## config.mk

```make
export PLATFORM = sky130hd
export DESIGN_NAME = intAluCc
export DESIGN_NICKNAME = d
export VERILOG_FILES = /design/src/rtl/intAluPkg.sv /design/src/rtl/intAluCtrl.sv /design/src/rtl/intAluDatapath.sv /design/src/rtl/intAluCc.sv
export SDC_FILE = /design/constraint.sdc
export NUM_CORES = 1
export LEC_CHECK = 0
export ABC_AREA = 1
export BUFFER_PORTS_ARGS = -buffer_cell sky130_fd_sc_hd__buf_4
export CORE_MARGIN = 2
export CORE_UTILIZATION = 29
export CTS_CLUSTER_SIZE = 30
export DETAILED_ROUTE_END_ITERATION = 10
export GPL_ROUTABILITY_DRIVEN = 0
export MAX_ROUTING_LAYER = met4
export REMOVE_ABC_BUFFERS = 1
export SYNTH_ARGS = -nofsm -noshare
export SYNTH_HDL_FRONTEND = slang
export SYNTH_SLANG_ARGS = --single-unit
export TNS_END_PERCENT = 100
```

## constraint.sdc

```tcl
create_clock -name clk -period 4.78 [get_ports clk]
set_input_delay 0.239 -clock clk [delete_from_list [all_inputs] [get_ports clk]]
set_output_delay 0.239 -clock clk [all_outputs]
set_load 0.01 [all_outputs]
```

## src/rtl/intAluPkg.sv

```systemverilog
package intAluPkg;

  typedef enum logic [3:0] {
    OP_COPY      = 4'd0,
    OP_COPYADDR  = 4'd1,
    OP_ADD       = 4'd2,
    OP_ADDLIT    = 4'd3,
    OP_ADDCHAIN  = 4'd4,
    OP_SUB       = 4'd5,
    OP_NEG       = 4'd6,
    OP_NEGCHAIN  = 4'd7,
    OP_ZERO      = 4'd8,
    OP_SEXT      = 4'd9,
    OP_HALFSWAP  = 4'd10,
    OP_LOADLIT   = 4'd11,
    OP_SETFLAGS  = 4'd12,
    OP_SETSTATUS = 4'd13,
    OP_GETSTATUS = 4'd14,
    OP_IDLE      = 4'd15
  } aluOpE;

  typedef enum logic [1:0] {
    FL_KEEP  = 2'd0,
    FL_LOGIC = 2'd1,
    FL_ARITH = 2'd2,
    FL_CHAIN = 2'd3
  } flagModeE;

  typedef enum logic [3:0] {
    RS_KEEP    = 4'd0,
    RS_ARITH   = 4'd1,
    RS_MOVE    = 4'd2,
    RS_ZERO    = 4'd3,
    RS_SEXT    = 4'd4,
    RS_SWAP    = 4'd5,
    RS_LIT     = 4'd6,
    RS_FULLSRC = 4'd7,
    RS_STATUS  = 4'd8
  } resSelE;

  typedef struct packed {
    resSelE   resSel;
    flagModeE flagMode;
    logic     subtract;
    logic     useX;
    logic     litOperand;
    logic     negate;
    logic     wrCcr;
    logic     wrSys;
  } ctrlStrobesT;

  localparam int FLAG_C = 0;
  localparam int FLAG_V = 1;
  localparam int FLAG_Z = 2;
  localparam int FLAG_N = 3;
  localparam int FLAG_X = 4;
  localparam int CCR_W  = 5;

endpackage

```

## src/rtl/intAluCtrl.sv

```systemverilog
module intAluCtrl
  import intAluPkg::*;
(
  input  logic        clk,
  input  logic        rstN,
  input  logic        opValid,
  input  logic [3:0]  opCode,
  input  logic        superMode,
  output ctrlStrobesT ctrl,
  output logic        privFault
);

  logic faultNow;

  always_comb begin
    ctrl.resSel     = RS_KEEP;
    ctrl.flagMode   = FL_KEEP;
    ctrl.subtract   = 1'b0;
    ctrl.useX       = 1'b0;
    ctrl.litOperand = 1'b0;
    ctrl.negate     = 1'b0;
    ctrl.wrCcr      = 1'b0;
    ctrl.wrSys      = 1'b0;
    faultNow        = 1'b0;
    if (opValid) begin
      unique case (aluOpE'(opCode))
        OP_COPY: begin
          ctrl.resSel   = RS_MOVE;
          ctrl.flagMode = FL_LOGIC;
        end
        OP_COPYADDR: ctrl.resSel = RS_FULLSRC;
        OP_ADD: begin
          ctrl.resSel   = RS_ARITH;
          ctrl.flagMode = FL_ARITH;
        end
        OP_ADDLIT: begin
          ctrl.resSel     = RS_ARITH;
          ctrl.flagMode   = FL_ARITH;
          ctrl.litOperand = 1'b1;
        end
        OP_ADDCHAIN: begin
          ctrl.resSel   = RS_ARITH;
          ctrl.flagMode = FL_CHAIN;
          ctrl.useX     = 1'b1;
        end
        OP_SUB: begin
          ctrl.resSel   = RS_ARITH;
          ctrl.flagMode = FL_ARITH;
          ctrl.subtract = 1'b1;
        end
        OP_NEG: begin
          ctrl.resSel   = RS_ARITH;
          ctrl.flagMode = FL_ARITH;
          ctrl.subtract = 1'b1;
          ctrl.negate   = 1'b1;
        end
        OP_NEGCHAIN: begin
          ctrl.resSel   = RS_ARITH;
          ctrl.flagMode = FL_CHAIN;
          ctrl.subtract = 1'b1;
          ctrl.negate   = 1'b1;
          ctrl.useX     = 1'b1;
        end
        OP_ZERO: begin
          ctrl.resSel   = RS_ZERO;
          ctrl.flagMode = FL_LOGIC;
        end
        OP_SEXT: begin
          ctrl.resSel   = RS_SEXT;
          ctrl.flagMode = FL_LOGIC;
        end
        OP_HALFSWAP: begin
          ctrl.resSel   = RS_SWAP;
          ctrl.flagMode = FL_LOGIC;
        end
        OP_LOADLIT: begin
          ctrl.resSel   = RS_LIT;
          ctrl.flagMode = FL_LOGIC;
        end
        OP_SETFLAGS:  ctrl.wrCcr = 1'b1;
        OP_SETSTATUS: begin
          ctrl.wrSys = superMode;
          faultNow   = !superMode;
        end
        OP_GETSTATUS: ctrl.resSel = RS_STATUS;
        OP_IDLE: ;
      endcase
    end
  end

  always_ff @(posedge clk) begin
    if (!rstN) privFault <= 1'b0;
    else       privFault <= faultNow;
  end

endmodule

```

## src/rtl/intAluDatapath.sv

```systemverilog
module intAluDatapath
  import intAluPkg::*;
#(
  parameter int DATA_W  = 32,
  parameter int LIT_W   = 8,
  parameter int QUICK_W = 3
) (
  input  logic              clk,
  input  logic              rstN,
  input  ctrlStrobesT       ctrl,
  input  logic [1:0]        opSize,
  input  logic [DATA_W-1:0] srcOp,
  input  logic [DATA_W-1:0] dstOp,
  input  logic [LIT_W-1:0]  quickImm,
  output logic [DATA_W-1:0] result,
  output logic [15:0]       statusReg
);

  localparam int BYTE_W  = 8;
  localparam int HALF_W  = DATA_W / 2;
  localparam int SYS_W   = 8;
  localparam int N_SIZES = 3;
  localparam int PAD_W   = 8 - CCR_W;

  logic [DATA_W-1:0] resultQ;
  logic [SYS_W-1:0]  sysQ;
  logic [CCR_W-1:0]  ccrQ, ccrNext;
  logic [SYS_W-1:0]  sysNext;

  logic [1:0]        szIdx, fIdx;
  logic [DATA_W-1:0] opA, opB, quickVal, litVal, sized, resNext;
  logic              cin, nVal, zVal;

  logic [DATA_W-1:0] sumBy [N_SIZES];
  logic [N_SIZES-1:0] carryBy, ovfBy;

  function automatic logic [DATA_W-1:0] maskOf(input logic [1:0] idx);
    case (idx)
      2'd0:    maskOf = DATA_W'({BYTE_W{1'b1}});
      2'd1:    maskOf = DATA_W'({HALF_W{1'b1}});
      default: maskOf = '1;
    endcase
  endfunction

  function automatic logic msbOf(input logic [DATA_W-1:0] val, input logic [1:0] idx);
    case (idx)
      2'd0:    msbOf = val[BYTE_W-1];
      2'd1:    msbOf = val[HALF_W-1];
      default: msbOf = val[DATA_W-1];
    endcase
  endfunction

  assign szIdx    = (opSize == 2'd3) ? 2'd2 : opSize;
  assign quickVal = (quickImm[QUICK_W-1:0] == '0) ? DATA_W'(1 << QUICK_W)
                                                   : DATA_W'(quickImm[QUICK_W-1:0]);
  assign litVal   = {{(DATA_W-LIT_W){quickImm[LIT_W-1]}}, quickImm};
  assign opA      = ctrl.negate ? '0 : dstOp;
  assign opB      = ctrl.litOperand ? quickVal : (ctrl.negate ? dstOp : srcOp);
  assign cin      = ctrl.useX & ccrQ[FLAG_X];

  // one adder/subtractor slice per operand size
  for (genvar g = 0; g < N_SIZES; g++) begin : gSize
    localparam int W = BYTE_W << g;
    logic [W-1:0] aS, bS;
    logic [W:0]   cinW, raw;
    assign aS   = opA[W-1:0];
    assign bS   = opB[W-1:0];
    assign cinW = {{W{1'b0}}, cin};
    assign raw  = ctrl.subtract ? ({1'b0, aS} - {1'b0, bS} - cinW)
                                : ({1'b0, aS} + {1'b0, bS} + cinW);
    assign sumBy[g]   = DATA_W'(raw[W-1:0]);
    assign carryBy[g] = raw[W];
    assign ovfBy[g]   = (raw[W-1] != aS[W-1]) &&
                        (ctrl.subtract ? (aS[W-1] != bS[W-1]) : (aS[W-1] == bS[W-1]));
  end

  always_comb begin
    fIdx  = szIdx;
    sized = '0;
    unique case (ctrl.resSel)
      RS_ARITH:   sized = sumBy[szIdx];
      RS_MOVE:    sized = srcOp & maskOf(szIdx);
      RS_ZERO:    sized = '0;
      RS_SEXT: begin
        if (szIdx == 2'd2) begin
          fIdx  = 2'd2;
          sized = {{HALF_W{dstOp[HALF_W-1]}}, dstOp[HALF_W-1:0]};
        end else begin
          fIdx  = 2'd1;
          sized = DATA_W'({{BYTE_W{dstOp[BYTE_W-1]}}, dstOp[BYTE_W-1:0]});
        end
      end
      RS_SWAP: begin
        fIdx  = 2'd2;
        sized = {dstOp[HALF_W-1:0], dstOp[DATA_W-1:HALF_W]};
      end
      RS_LIT: begin
        fIdx  = 2'd2;
        sized = litVal;
      end
      RS_FULLSRC: begin
        fIdx  = 2'd2;
        sized = srcOp;
      end
      RS_STATUS: begin
        fIdx  = 2'd1;
        sized = DATA_W'(statusReg);
      end
      default: ;
    endcase
    resNext = (ctrl.resSel == RS_KEEP) ? resultQ : ((dstOp & ~maskOf(fIdx)) | sized);
  end

  assign nVal = msbOf(sized, fIdx);
  assign zVal = ((sized & maskOf(fIdx)) == '0);

  always_comb begin
    ccrNext = ccrQ;
    sysNext = sysQ;
    unique case (ctrl.flagMode)
      FL_LOGIC: begin
        ccrNext[FLAG_N] = nVal;
        ccrNext[FLAG_Z] = zVal;
        ccrNext[FLAG_V] = 1'b0;
        ccrNext[FLAG_C] = 1'b0;
      end
      FL_ARITH, FL_CHAIN: begin
        ccrNext[FLAG_X] = carryBy[szIdx];
        ccrNext[FLAG_C] = carryBy[szIdx];
        ccrNext[FLAG_V] = ovfBy[szIdx];
        ccrNext[FLAG_N] = nVal;
        ccrNext[FLAG_Z] = (ctrl.flagMode == FL_CHAIN) ? (ccrQ[FLAG_Z] & zVal) : zVal;
      end
      default: ;
    endcase
    if (ctrl.wrCcr || ctrl.wrSys) ccrNext = srcOp[CCR_W-1:0];
    if (ctrl.wrSys) sysNext = srcOp[2*SYS_W-1:SYS_W];
  end

  always_ff @(posedge clk) begin
    if (!rstN) begin
      resultQ <= '0;
      ccrQ    <= '0;
      sysQ    <= '0;
    end else begin
      resultQ <= resNext;
      ccrQ    <= ccrNext;
      sysQ    <= sysNext;
    end
  end

  assign result    = resultQ;
  assign statusReg = {sysQ, {PAD_W{1'b0}}, ccrQ};

endmodule

```

## src/rtl/intAluCc.sv

```systemverilog
module intAluCc
  import intAluPkg::*;
#(
  parameter int DATA_W = 32,
  parameter int LIT_W  = 8
) (
  input  logic              clk,
  input  logic              rstN,
  input  logic              opValid,
  input  logic [3:0]        opCode,
  input  logic [1:0]        opSize,
  input  logic [DATA_W-1:0] srcOp,
  input  logic [DATA_W-1:0] dstOp,
  input  logic [LIT_W-1:0]  quickImm,
  input  logic              superMode,
  output logic [DATA_W-1:0] result,
  output logic [15:0]       statusReg,
  output logic              privFault
);

  ctrlStrobesT ctrl;

  intAluCtrl u_ctrl (
    .clk       (clk),
    .rstN      (rstN),
    .opValid   (opValid),
    .opCode    (opCode),
    .superMode (superMode),
    .ctrl      (ctrl),
    .privFault (privFault)
  );

  intAluDatapath #(.DATA_W(DATA_W), .LIT_W(LIT_W)) u_dp (
    .clk       (clk),
    .rstN      (rstN),
    .ctrl      (ctrl),
    .opSize    (opSize),
    .srcOp     (srcOp),
    .dstOp     (dstOp),
    .quickImm  (quickImm),
    .result    (result),
    .statusReg (statusReg)
  );

endmodule

```

# --- After elaboration in Yosys (flattened, before gate mapping) ---
# Cells that the tools add are included.
# Widths: inputs -> output; s select.
word_totals:
  regBits: 46
  input_bits: 82
  output_inout_bits: 49
  word_cells: 125
op_classes:
  add_sub_neg: 12
  order_cmp: 2
  n_eq_ne: 37
  mux: 39
  bitwise: 8
  reduce_logical: 22
op_table:
  columns: ["operator", "count"]
  rows:
  - ["$mux 32", 7]
  - ["$pmux 32 s7", 1]
  - ["$pmux 32 s2", 2]
  - ["$and 32x32->32", 3]
  - ["$bmux 32 s2", 1]
  - ["$add 32x32->33", 1]
  - ["$add 33x1->33", 1]
  - ["$mux 33", 1]
  - ["$sub 32x32->33", 1]
  - ["$sub 33x1->33", 1]
  - ["$eq 4x3->1 const B", 8]
  - ["$eq 4x4->1 const B", 8]
  - ["$logic_not 32->1", 1]
  - ["$not 32->32", 1]
  - ["$or 32x32->32", 1]
  - ["$pmux 4 s8", 1]
  - ["$add 16x16->17", 1]
  - ["$add 17x1->17", 1]
  - ["$mux 17", 1]
  - ["$sub 16x16->17", 1]
  - ["$sub 17x1->17", 1]
  - ["$mux 1", 13]
  - ["$eq 4x2->1 const B", 3]
  - ["$mux 12", 1]
  - ["other kinds (35)", 59]

# --- Depth between registers and ports, before layout ---
# Gate-level depths: netlist (run 1).
logic_depth:
  depth_word: 19
  mapped_depth: 31
  mapped_depth_nobuf: 30

# --- Hierarchy ---
# A second synthesis (run 1) with hierarchy kept.
hier_totals:
  hier_cells: 1925
  hier_area_um2: 10049.6
by_module_without_submodules:
  columns: ["mod", "instances", "cells_per_inst", "area_per_inst_um2", "seq_area_each_um2"]
  rows:
  - ["intAluDatapath", 1, 1883, 9840.7, 900.9]
  - ["intAluCtrl", 1, 42, 209.0, 20.0]

# --- Worst setup path before layout (run 1) ---
# Ideal clock, no wire load.
synth_timing:
  path_type: "input -> register"
  start: "input opValid"
  end: "register u_dp.ccrQ[2]"
  setup_ps: 70
  t_arrival_ps: 3519
  required_time_ps: 4710
  setup_slack_ps: 1192
  stages: 25
  path_buffers: 2
  path_cell_list: "buf_4 > nand4_2 > clkbuf_1 > nand2_1 > a31oi_1 > inv_1 > fa_1 > fa_1 > o21ai_0 > nand2_1 > nand2_1 > nand2_1 > nand2_1 > nand2_1 > nand2_1 > nand2_1 > nand2_1 > nand3_1 > nand3_1 > nand2_1 > inv_1 > nand2_1 > nor2_1 > nand4_1 > a21oi_1"
synth_via:
  elab_chain_cells: 16
  word_cells_on_any_way: 48
  classes_between: "add/sub (12); eq/ne (11); mux (16); bitwise (3); reduce/logical (6)"
synth_lines:
  columns: ["element", "line_no", "source"]
  rows:
  - ["start: declaration", "intAluCc.sv:9", "input logic opValid,"]
  - ["$mux 12 (*)", "intAluCtrl.sv:25", "if (opValid) begin"]
  - ["$mux 32 (2 in series)", "intAluDatapath.sv:58", "assign opB = ctrl.litOperand ? quickVal : (ctrl.negate ? dstOp : srcOp);"]
  - ["$add 32x32->33 (tied with other cells)", "intAluDatapath.sv:70", ": ({1'b0, aS} + {1'b0, bS} + cinW);"]
  - ["$add 33x1->33 (tied with other cells)", "intAluDatapath.sv:70", null]
  - ["$mux 33 (tied with other cells)", "intAluDatapath.sv:69", "assign raw = ctrl.subtract ? ({1'b0, aS} - {1'b0, bS} - cinW)"]
  - ["$bmux 32 s2", "intAluDatapath.sv:81", "RS_ARITH: sized = sumBy[szIdx];"]
  - ["$mux 32 (not written as such) (2 in series)", "intAluDatapath.sv:81", null]
  - ["$pmux 32 s7", "intAluDatapath.sv:80", "unique case (ctrl.resSel)"]
  - ["$and 32x32->32", "intAluDatapath.sv:115", "assign zVal = ((sized & maskOf(fIdx)) == '0);"]
  - ["$logic_not 32->1", "intAluDatapath.sv:115", null]
  - ["$and 1x1->1", "intAluDatapath.sv:132", "ccrNext[FLAG_Z] = (ctrl.flagMode == FL_CHAIN) ? (ccrQ[FLAG_Z] & zVal) : zVal;"]
  - ["$mux 1", "intAluDatapath.sv:132", null]
  - ["$pmux 4 s2", "intAluDatapath.sv:120", "unique case (ctrl.flagMode)"]
  - ["$mux 5", "intAluDatapath.sv:136", "if (ctrl.wrCcr || ctrl.wrSys) ccrNext = srcOp[CCR_W-1:0];"]
  - ["end signal: assignment", "intAluDatapath.sv:147", "ccrQ <= ccrNext;"]
  - ["end: declaration", "intAluDatapath.sv:27", "logic [CCR_W-1:0] ccrQ, ccrNext;"]
# Mark *: on every way between the ends. The rest lies on a longest branch, timed or not. The select of a mux whose other input is x is not followed.
# A chain may end at the register's enable or synchronous reset.

# --- Worst setup path in the final report (run 1) ---
layout_timing:
  start: "input opCode[1]"
  end: "register u_dp.ccrQ[2]"
layout_via:
  elab_chain_cells: 19
  word_cells_on_any_way: 77
  classes_between: "add/sub (12); eq/ne (25); mux (24); bitwise (3); reduce/logical (13)"
layout_lines:
  columns: ["element", "line_no", "source"]
  rows:
  - ["start: declaration", "intAluCc.sv:10", "input logic [3:0] opCode,"]
  - ["$eq 4x3->1", "intAluCtrl.sv:26", "unique case (aluOpE'(opCode))"]
  - ["$reduce_or 2->1 (no line)", null, null]
  - ["$mux 1", "intAluCtrl.sv:26", null]
  - ["$mux 12 (*)", "intAluCtrl.sv:25", null]
  - ["$mux 32 (2 in series)", "intAluDatapath.sv:58", null]
  - ["$add 32x32->33 (tied with other cells)", "intAluDatapath.sv:70", null]
  - ["$add 33x1->33 (tied with other cells)", "intAluDatapath.sv:70", null]
  - ["$mux 33 (tied with other cells)", "intAluDatapath.sv:69", null]
  - ["$bmux 32 s2", "intAluDatapath.sv:81", null]
  - ["$mux 32 (not written as such) (2 in series)", "intAluDatapath.sv:81", null]
  - ["$pmux 32 s7", "intAluDatapath.sv:80", null]
  - ["$and 32x32->32", "intAluDatapath.sv:115", null]
  - ["$logic_not 32->1", "intAluDatapath.sv:115", null]
  - ["$and 1x1->1", "intAluDatapath.sv:132", null]
  - ["$mux 1", "intAluDatapath.sv:132", null]
  - ["$pmux 4 s2", "intAluDatapath.sv:120", null]
  - ["$mux 5", "intAluDatapath.sv:136", null]
# Marks and branches as above.

==> results.yml, run 1 <==
run_status:
  outcome: "completed"
global_route:
  gr-usage-all-layers_pct: 24.1
  antenna_found_initial: 1
  grt_pass1_vias: 11700
  overflow: 0
  grt_first_pass_wirelength_um: 65600
  grt_start_max_net_pins: 81
critical_path:
  crit_type: "in2reg"
  arrival_ns: 4.39
  crit_path_frequent_cell: "nand2_1"
  rr_startpoint: "u_dp.ccrQ[4]$_SDFFE_PN0P_"
  required_ns: 5.01
  slowest_delay_ns: 0.43
  crit_chain: "buf_4, nand2_1, nor3_1, nand2_1, buf_4, o21ai_0, a21oi_1, ha_1, ha_1, nand2_1, nor2_1, inv_1, nor2_1, nand2_1, o21bai_1, nand3_1, nand3_1, nand3_1, nand4_1, nor2_1, nand4_1, a21oi_1"
  worstSetupStartpoint: "opCode[1]"
  cp-start-kind: "input pin"
  slowest_stage: "ha_1"
  path_max_fanout: 24
  cp-end-kind: "register"
cts:
  cts.path.max_buffers: 2
  cts_setup_buffers: 0
  cts_max_level: 2
  insertion_delay_ns: 0.30
  cts_root_buf: "clkbuf_16"
  clk_transition_reported_paths_ns: 0.06
  numCtsBuffers: 5
  cts_tree: "yes"
  cts_resized: 0
  clkSinkCount: 46
  postCtsHoldBufs: 0
synth:
  synthTopCellsByArea: "nand2_1 (21%), inv_1 (14%), ha_1 (11%), dfxtp_1 (9.3%), nand3_1 (8.0%)"
  synth_top_area_share_pct: 21.1
  ys_seq_area_share_pct: 9.25
  yosysUniqueCellTypes: 54
  synth-main-ff-cell: "dfxtp_1"
  synth.top_cells.by_count: "nand2_1 (559), inv_1 (384), nor2_1 (172), nand3_1 (159), a21oi_1 (121)"
  synthCells: 1884
  ys_warn_count: 0
  ys_ff_latch: 46
  synth.most_common_cell: "nand2_1"
  avgSynthCellArea_um2: 5.28
  yosysTopAreaCell: "nand2_1"
  synth_area_um2: 9950
  synth-edff-count: 0
  async_flop_share_pct: 0
route:
  routed_via_density: 5.23
  drc: 0
  vias: 12700
  ant_nets: 0
  dr.pass1.iters: 6
  drt_wl_total_um: 43100
  first_iter_violations: 1670
  routedWlPerCell_um: 17.7
sta:
  max_freq_mhz: 240
  drv_slew: 0
  min_period_over_period_pct: 87.1
  grt_setup_unrepaired: "false"
  tightest_slew_ns: 0.839
  finalCriticalPeriod_ns: 4.17
  fin_skew_ns: 0.00443
  hold_viol: 0
  finalSetupViolCount: 0
  fin_setup_tns_ns: 0
  relSlewSlack_pct: 43.8
power_and_ir_drop:
  internal_power_mw: 1.14
  power.clock.fraction_pct: 14.7
  netSwitchingPower_mw: 1.25
  p_seq_share_pct: 18.2
  swShare_pct: 52.4
  leakagePower_nw: 6.61
  p_per_area_nw_per_um2: 209
  pwr-share-comb_pct: 67.1
  peakVddDrop_mv: 0.145
placement:
  port_buffers: 127
  dp_hpwl_um: 36400
floorplanning:
  die_h_um: 189
  core.rowCount: 67
  die_area_um2: 35800
  start_util_pct: 29.5
  ios: 131
  fp.dieW_um: 189
  core_um2: 33700
hold_path:
  holdCritPathClass: "in2reg"
  min_from: "superMode"
cells_and_area:
  regArea_um2: 921
  area_growth_pct: 15.2
  final.fill_count: 3848
  fin_util_pct: 34.0
  drive_gt1_share_pct: 9.88
  multi_input_area_um2: 7310
  fin_nets: 2160
  num_antenna_cells: 0
job:
  max_cap_viol_count: 0
## area by class of cell
class                           instances  area share (%)
Multi-Input combinational cell       1397            63.8
Inverter                              396            13.0
Timing Repair Buffer                  137            9.08
Sequential cell                        46            8.03
Tap cell                              448            4.89
Clock buffer                            5            1.09
Clock inverter                          2          0.0873
## power groups by stage
stage	sequential [mW]	combinational [mW]	clock, mW
5_1_grt	0.437	1.78	0.371
2_1_floorplan	0.450	1.03	0
4_1_cts	0.434	1.56	0.355
3_5_place_dp	0.442	1.56	0
3_3_place_gp	0.442	1.55	0
6_report	0.435	1.60	0.351
## kinds of logic after synthesis
group | share of synthesized area (%)
and+or+nand+nor | 42.1
other | 0.0377
DFF | 9.25
xor gates and xnor gates | 0.792
buffers and inverters | 17.5
muxes | 0.101
AOI/OAI and AO/OA | 18.0
adders and majority gates | 12.2
## final timing paths
path,slack (ns),end,cells after the start
max,0.61,u_dp.ccrQ[2]$_SDFFE_PN0P_,22
min,0.12,u_ctrl.privFault$_SDFF_PN0_,2
max reg2reg,1.32,u_dp.ccrQ[2]$_SDFFE_PN0P_,16
min reg2reg,0.48,u_dp.sysQ[3]$_SDFFE_PN0P_,2
## per-layer routing
layer / vias to the layer above / wire, um / track usage [%]
met5: - / 0 / -
met4: 0 / 1530 / 7.66
met3: 86 / 4730 / 3.54
met2: 748 / 17900 / 35.3
met1: 5719 / 19000 / 33.8
li1: 6153 / - / -
## worst max-delay path: cells and delay by family
kind	cells	cell delay, ns
AND/OR/NAND/NOR	13	1.93
AO/OA/AOI/OAI	4	0.83
adder cells (fa/ha/maj)	2	0.80
buffers and inverters	3	0.57
## metrics by stage
step	hold WS [ns]	instance area (um2)	total power, mW	setup slack (ns)	instances
floorplan	0.316	9700	1.48	0.139	1839
global placement	0.414	11300	1.99	0.462	2424
detailed placement	0.425	11300	2.00	0.405	2424
CTS	0.113	11500	2.35	0.708	2431
global route	0.125	11500	2.59	0.273	2431
finish	0.116	11500	2.39	0.615	2431
## flip-flops by register name, indices dropped and copies added, names as in the netlist
register and count:
u_dp.result 32, u_dp.sysQ 8, u_dp.ccrQ 5, u_ctrl.privFault 1
## layout by cell type (no fill, tap or decap), types with 3 or more instances in the layout
cell,n
nand2_1,559
inv_1,384
nor2_1,172
nand3_1,159
buf_4,136
a21oi_1,120
o21ai_0,113
ha_1,91
dfxtp_1,46
nand4_1,28
o221ai_1,19
nor3_1,15
o21bai_1,12
o22ai_1,11
inv_2,10
o211ai_1,9
xor2_1,7
nand2_4,6
nand2_2,6
o2111ai_1,6
nor2_4,5
or2_2,5
clkbuf_16,5
nor2_2,4
nand3_2,4
nand3b_1,4
fa_1,4
a31oi_1,3
o21ai_2,3
o21a_1,3
o21ai_1,3
conb_1,3
Note: power is estimated with default switching activity, not from simulation.
==> run 2, diff against run 1 <==
Settings changed: BUFFER_PORTS_ARGS -buffer_cell sky130_fd_sc_hd__buf_4 to unset, DONT_BUFFER_PORTS set to 1.
==> run 2 against run 1 <==
  * The flow now finishes with violations (hold timing)
  * Hold slack lost 0.12 ns
  * Clock power is 38% higher
  * Sequential power up 4.8%
  * Register-to-register slack got worse by 0.12 ns
  * Count of clock-buffer cells in the layout is 1 higher
  * Flip-flop and latch count did not move
  * Critical path type unchanged
  * Critical endpoint unchanged
==> results.yml, run 2 (synthesis results as in run 1) <==
global_route:
  grt_start_max_net_pins: 54
  grt_pass1_vias: 11000
  grt_first_pass_wirelength_um: 63300
  overflow: 0
  use_met2_pct: 34.2
  antenna_found_initial: 0
  gr-usage-all-layers_pct: 23.4
  grt_util_met1_pct: 31.6
  met3_usage_pct: 5.56
  grt_busiest_layer: "met2"
placement:
  pre_cts_slack_ns: 0.654
  dp.cells: 2296
  port_buffers: 0
  dp_hpwl_um: 35900
sta:
  fin_skew_ns: 0.0108
  fin_setup_tns_ns: 0
  setup_slack_ns: 0.798
  hold_viol: 1
  hold_ws_ns: -0.000495
  drv_slew: 0
  grt_setup_unrepaired: "false"
  tightest_slew_ns: 0.785
  min_period_over_period_pct: 83.3
  relSlewSlack_pct: 47.5
  max_freq_mhz: 251
  finalSetupViolCount: 0
  finalCriticalPeriod_ns: 3.98
route:
  routedWlPerCell_um: 18.4
  drc: 0
  drt_wl_total_um: 42300
  routed_via_density: 5.37
  first_iter_violations: 1528
  ant_nets: 0
  vias: 12400
  dr.pass1.iters: 7
cts:
  cts_setup_buffers: 0
  cts_max_level: 2
  cts.path.max_buffers: 2
  cts_tree: "yes"
  cts_resized: 0
  postCtsHoldBufs: 0
  clkSinkCount: 46
  insertion_delay_ns: 0.31
  numCtsBuffers: 5
  cts_root_buf: "clkbuf_16"
  clk_transition_reported_paths_ns: 0.07
critical_path:
  path_max_fanout: 30
  crit_chain: "nand2_1, nor3_1, nand2_1, buf_4, inv_1, o21ai_0, ha_1, ha_1, nand2_1, nor2_1, nor2_1, o21ai_0, nand2_1, nand4_1, nand3_1, nand3_1, nand2_1, nor2_1, nand2_1, nor2_1, nand4_1, a21oi_1"
  crit_buf_inv: 2
  crit_family: "simple AND/OR/NAND/NOR gates"
  crit_cells: 22
  reg2reg_depth: 18
  slowest_delay_ns: 0.56
  cp-start-kind: "input pin"
  arrival_ns: 4.22
  slowest_stage: "o21ai_0"
  required_ns: 5.02
  crit_type: "in2reg"
  crit_path_frequent_cell: "nand2_1"
  cp-end-kind: "register"
cells_and_area:
  final_common_cell: "nand2_1"
  fin_nets: 2032
  final_cell_mix: "nand2_1 (559), inv_1 (384), nor2_1 (172), nand3_1 (159), a21oi_1 (120)"
  fin_cells: 2304
  drive_gt1_share_pct: 3.72
  area_growth_pct: 6.04
  largest_register_ffs: 32
  num_antenna_cells: 0
power_and_ir_drop:
  peakVddDrop_mv: 0.135
  power.total_mw: 2.39
  leakagePower_nw: 5.99
  p_per_area_nw_per_um2: 226
floorplanning:
  core.rowCount: 67
  start_util_pct: 29.5
  core_um2: 33700
  fp.dieW_um: 189
  die_h_um: 189
  die_area_um2: 35800
  ios: 131
run_status:
  outcome: "finished, violations left"
  violations: "hold timing"
job:
  max_cap_viol_count: 0
hold_path:
  holdPathStages: 1
  holdCritPathClass: "in2reg"
-- run 2: worst paths after layout --
kind / slack (ns) / startpoint / endpoint
max: 0.80 / opCode[0] / u_dp.ccrQ[2]$_SDFFE_PN0P_
min: -0.0005 / superMode / u_ctrl.privFault$_SDFF_PN0_
max reg2reg: 1.20 / u_dp.ccrQ[4]$_SDFFE_PN0P_ / u_dp.ccrQ[2]$_SDFFE_PN0P_
min reg2reg: 0.53 / u_dp.sysQ[0]$_SDFFE_PN0P_ / u_dp.sysQ[0]$_SDFFE_PN0P_
-- run 2: worst register-to-register path: cells and delay by family (launching register included) --
kind	cells	cell delay [ns]
fa+ha+maj	2	0.92
compound gates	2	0.31
simple gates	13	1.65
flops	1	0.48
xor+xnor	1	0.17
-- run 2: area by class of cell --
class,count,area (um2)
fill,3917,23100
multi-input combinational,1397,7310
inverter,396,1490
sequential,46,921
tap,448,561
clock buffer,6,139
timing repair buffer,9,67.6
clock inverter,2,60.1
-- run 2: per-layer routing --
metal	routed length [um]	vias to the layer above
met2	17200	767
met5	0	-
li1	-	5896
met4	1700	0
met1	17700	5592
met3	5610	120
-- run 2: per-stage QoR --
step,utilization [%],instance area [um2],hold slack [ns]
final,31.3,10600,-0.000495
after global routing,31.3,10600,0.00901
after CTS,31.3,10600,0.00232
after detailed placement,30.7,10400,0.323
after floorplan,-,9700,0.316
after global placement,30.7,10400,0.318
-- run 2: report_power, final --
group          internal [mW]  total [mW]  switching (mW)  leakage (nW)
Clock                  0.315       0.486           0.172        0.0971
Sequential             0.413       0.456          0.0428         0.378
Combinational          0.455        1.45           0.992          5.52
==> run 3, diff against run 2 <==
Settings changed: ABC_AREA 1 to 0.
Clock period 4.78 ns to 3.94 ns, I/O delays scaled along.
==> run 3 against run 2 <==
  * The flow now finishes without violations
  * Count of clock-buffer cells in the layout decreased by 1
  * Cell count fell by 16%
  * Global-route usage up 3.4 points
  * Register-to-register slack got worse by 1.1 ns
  * Power rose by 43%
  * Combinational power is 66% higher
  * Synthesized cell count decreased by 30%
  * Utilization grew 8.2 points
  * Area after synthesis is 11% lower
  * Via count shrank 4.2%
  * Flip-flop and latch count unchanged
  * Non-clock buffer count rose by 275
  * Critical endpoint unchanged
  * Largest power group unchanged
==> results.yml, run 3 <==
run_status:
  outcome: "completed"
sta:
  max_freq_mhz: 254
  finalCriticalPeriod_ns: 3.94
  setup_slack_ns: 0.000999
  tightest_slew_ns: 1.09
  fin_setup_tns_ns: 0
  fin_skew_ns: 0.00569
  drv_slew: 0
  finalSetupViolCount: 0
  hold_ws_ns: 0.0222
  hold_viol: 0
  min_period_over_period_pct: 100
  grt_setup_unrepaired: "true"
  relSlewSlack_pct: 26.9
cells_and_area:
  final_cell_mix: "buf_4 (277), nand2_1 (165), a21oi_1 (124), inv_1 (102), ha_1 (77)"
  fin_cells: 1933
  final.fill_count: 3143
  largest_register_ffs: 32
  area_growth_pct: 35.1
  final_common_cell: "buf_4"
  fin_nets: 1707
  drive_gt1_share_pct: 28.0
  regArea_um2: 921
  multi_input_area_um2: 7840
  fin_util_pct: 39.5
cts:
  cts_root_buf: "clkbuf_16"
  numCtsBuffers: 5
  clk_transition_reported_paths_ns: 0.08
  cts_tree: "yes"
  clkSinkCount: 46
  cts.path.max_buffers: 2
  cts_max_level: 2
  insertion_delay_ns: 0.31
synth:
  synth.top_cells.by_count: "nand2_1 (166), a21oi_1 (147), inv_1 (104), ha_1 (91)"
  yosysTopAreaCell: "ha_1"
  yosysUniqueCellTypes: 92
  ys_warn_count: 0
  synth.most_common_cell: "nand2_1"
  synthCells: 1310
  ys_ff_latch: 46
  synth_top_area_share_pct: 12.8
  ys_seq_area_share_pct: 10.4
  async_flop_share_pct: 0
  synthTopCellsByArea: "ha_1 (13%), dfxtp_1 (10%), a21oi_1 (8.3%), nand2_1 (7.0%), inv_1 (4.4%)"
  synth-edff-count: 0
  synth-main-ff-cell: "dfxtp_1"
  synth_area_um2: 8880
  avgSynthCellArea_um2: 6.78
power_and_ir_drop:
  internal_power_mw: 1.86
  peakVddDrop_mv: 0.172
  p_seq_share_pct: 15.9
  swShare_pct: 45.5
  p_per_area_nw_per_um2: 284
  netSwitchingPower_mw: 1.55
  power.clock.fraction_pct: 13.8
  leakagePower_nw: 5.20
  pwr-share-comb_pct: 70.3
global_route:
  grt_pass1_vias: 11000
  grt_start_max_net_pins: 28
  antenna_found_initial: 3
  overflow: 0
  gr-usage-all-layers_pct: 26.8
  grt_first_pass_wirelength_um: 63500
critical_path:
  arrival_ns: 4.18
  rr_startpoint: "u_dp.ccrQ[4]$_SDFFE_PN0P_"
  reg2reg_depth: 15
  required_ns: 4.18
  cp-end-kind: "register"
  crit_type: "in2reg"
  r2r_slack_ns: 0.15
  r2r-end: "u_dp.ccrQ[2]$_SDFFE_PN0P_"
  worstSetupStartpoint: "opValid"
  cp-start-kind: "input pin"
  crit_end: "u_dp.ccrQ[2]$_SDFFE_PN0P_"
  path_max_fanout: 20
floorplanning:
  die_area_um2: 32000
  ios: 131
  die_h_um: 179
  core_um2: 30300
  core.rowCount: 64
  fp.dieW_um: 179
  start_util_pct: 29.3
placement:
  dp_hpwl_um: 35200
  dp.cells: 1902
  port_buffers: 0
  pre_cts_slack_ns: -0.545
route:
  routed_via_density: 6.13
  drc: 0
  ant_nets: 0
  first_iter_violations: 1678
  routedWlPerCell_um: 22.7
  dr.pass1.iters: 9
  vias: 11900
  drt_wl_total_um: 43900
job:
  max_cap_viol_count: 0
hold_path:
  holdCritPathClass: "in2reg"
-- run 3: cell types whose count changed in the layout (fill, tap and decap cells not counted), moves of 47 or more --
cell | previous run | this run
buf_4 | 9 | 277
inv_1 | 384 | 102
nand2_1 | 559 | 165
nand3_1 | 159 | 40
nor2_1 | 172 | 72
o21ai_0 | 113 | 66
-- run 3: what timing repair did --
item                                    in CTS  in global routing
setup buffers                                2                 14
gates resized for setup                     20                103
pin swaps                                    6                 29
endpoints found under the setup margin       5                 12
hold buffers                                 1                  0
endpoints found under the hold margin        1                  0
-- run 3: area by class of cell --
class | count | share of cell area, %
multi-input combinational | 1088 | 65.3
clock inverter | 3 | 0.198
tap | 396 | 4.13
inverter | 105 | 3.28
antenna | 6 | 0.125
timing repair buffer | 284 | 18.2
sequential | 46 | 7.67
clock buffer | 5 | 1.04
-- run 3: power by group through the flow --
stage / combinational (mW) / sequential [mW] / clock (mW)
floorplan: 1.17 / 0.539 / 0
global placement: 2.07 / 0.551 / 0
detailed placement: 2.10 / 0.552 / 0
CTS: 2.14 / 0.541 / 0.469
global route: 2.57 / 0.546 / 0.478
finish: 2.40 / 0.541 / 0.472
-- run 3: critical path: stages --
cell	delay (ns)
and3b_1	0.18
and2_4	0.17
buf_8	0.14
buf_12	0.15
nand2_1	0.08
a21oi_2	0.08
buf_4	0.13
buf_4	0.12
ha_1	0.26
nor2b_1	0.16
o211ai_1	0.26
a31oi_2	0.20
buf_4	0.19
o21ai_0	0.15
a31oi_1	0.13
nor4_2	0.36
or4b_4	0.52
nor4_4	0.33
buf_4	0.16
nand4_1	0.08
o21ai_1	0.13
-- run 3: metrics by stage --
step / total power [mW] / area, um2
floorplan: 1.71 / 8550
global placement: 2.62 / 11100
detailed placement: 2.65 / 11100
CTS: 3.15 / 11400
global route: 3.59 / 12000
finish: 3.41 / 12000
-- run 3: worst min-delay path by stage --
stage / from / to / cells after the start
floorplan: superMode / u_ctrl.privFault$_SDFF_PN0_ / 1
global placement: superMode / u_ctrl.privFault$_SDFF_PN0_ / 1
detailed placement: superMode / u_ctrl.privFault$_SDFF_PN0_ / 1
CTS: rstN / u_dp.result[8]$_SDFFE_PN0P_ / 2
global route: srcOp[15] / u_dp.sysQ[7]$_SDFFE_PN0P_ / 2
finish: rstN / u_dp.result[8]$_SDFFE_PN0P_ / 2
-- run 3: cell families (layout without fill, tap and decap cells) --
| group | Yosys count | in the layout | synth area share (%) |
|---|---|---|---|
| flip-flops | 46 | 46 | 10.4 |
| other | 1 | 9 | 0.0422 |
| XOR/XNOR | 37 | 37 | 3.65 |
| AO/OA/AOI/OAI | 455 | 455 | 34.0 |
| AND/OR/NAND/NOR | 469 | 469 | 26.6 |
| multiplexers | 29 | 29 | 3.34 |
| adder cells (fa/ha/maj) | 95 | 95 | 13.7 |
| buffers and inverters | 178 | 397 | 8.23 |
-- run 3: layer usage --
| layer | vias to the layer above | part of all wire, % | GRT usage, % |
|---|---|---|---|
| met5 | - | 0 | - |
| li1 | 5304 | - | - |
| met3 | 192 | 14 | 10.1 |
| met4 | 0 | 5.9 | 12.8 |
| met2 | 858 | 42 | 39.1 |
| met1 | 5504 | 38 | 32.4 |
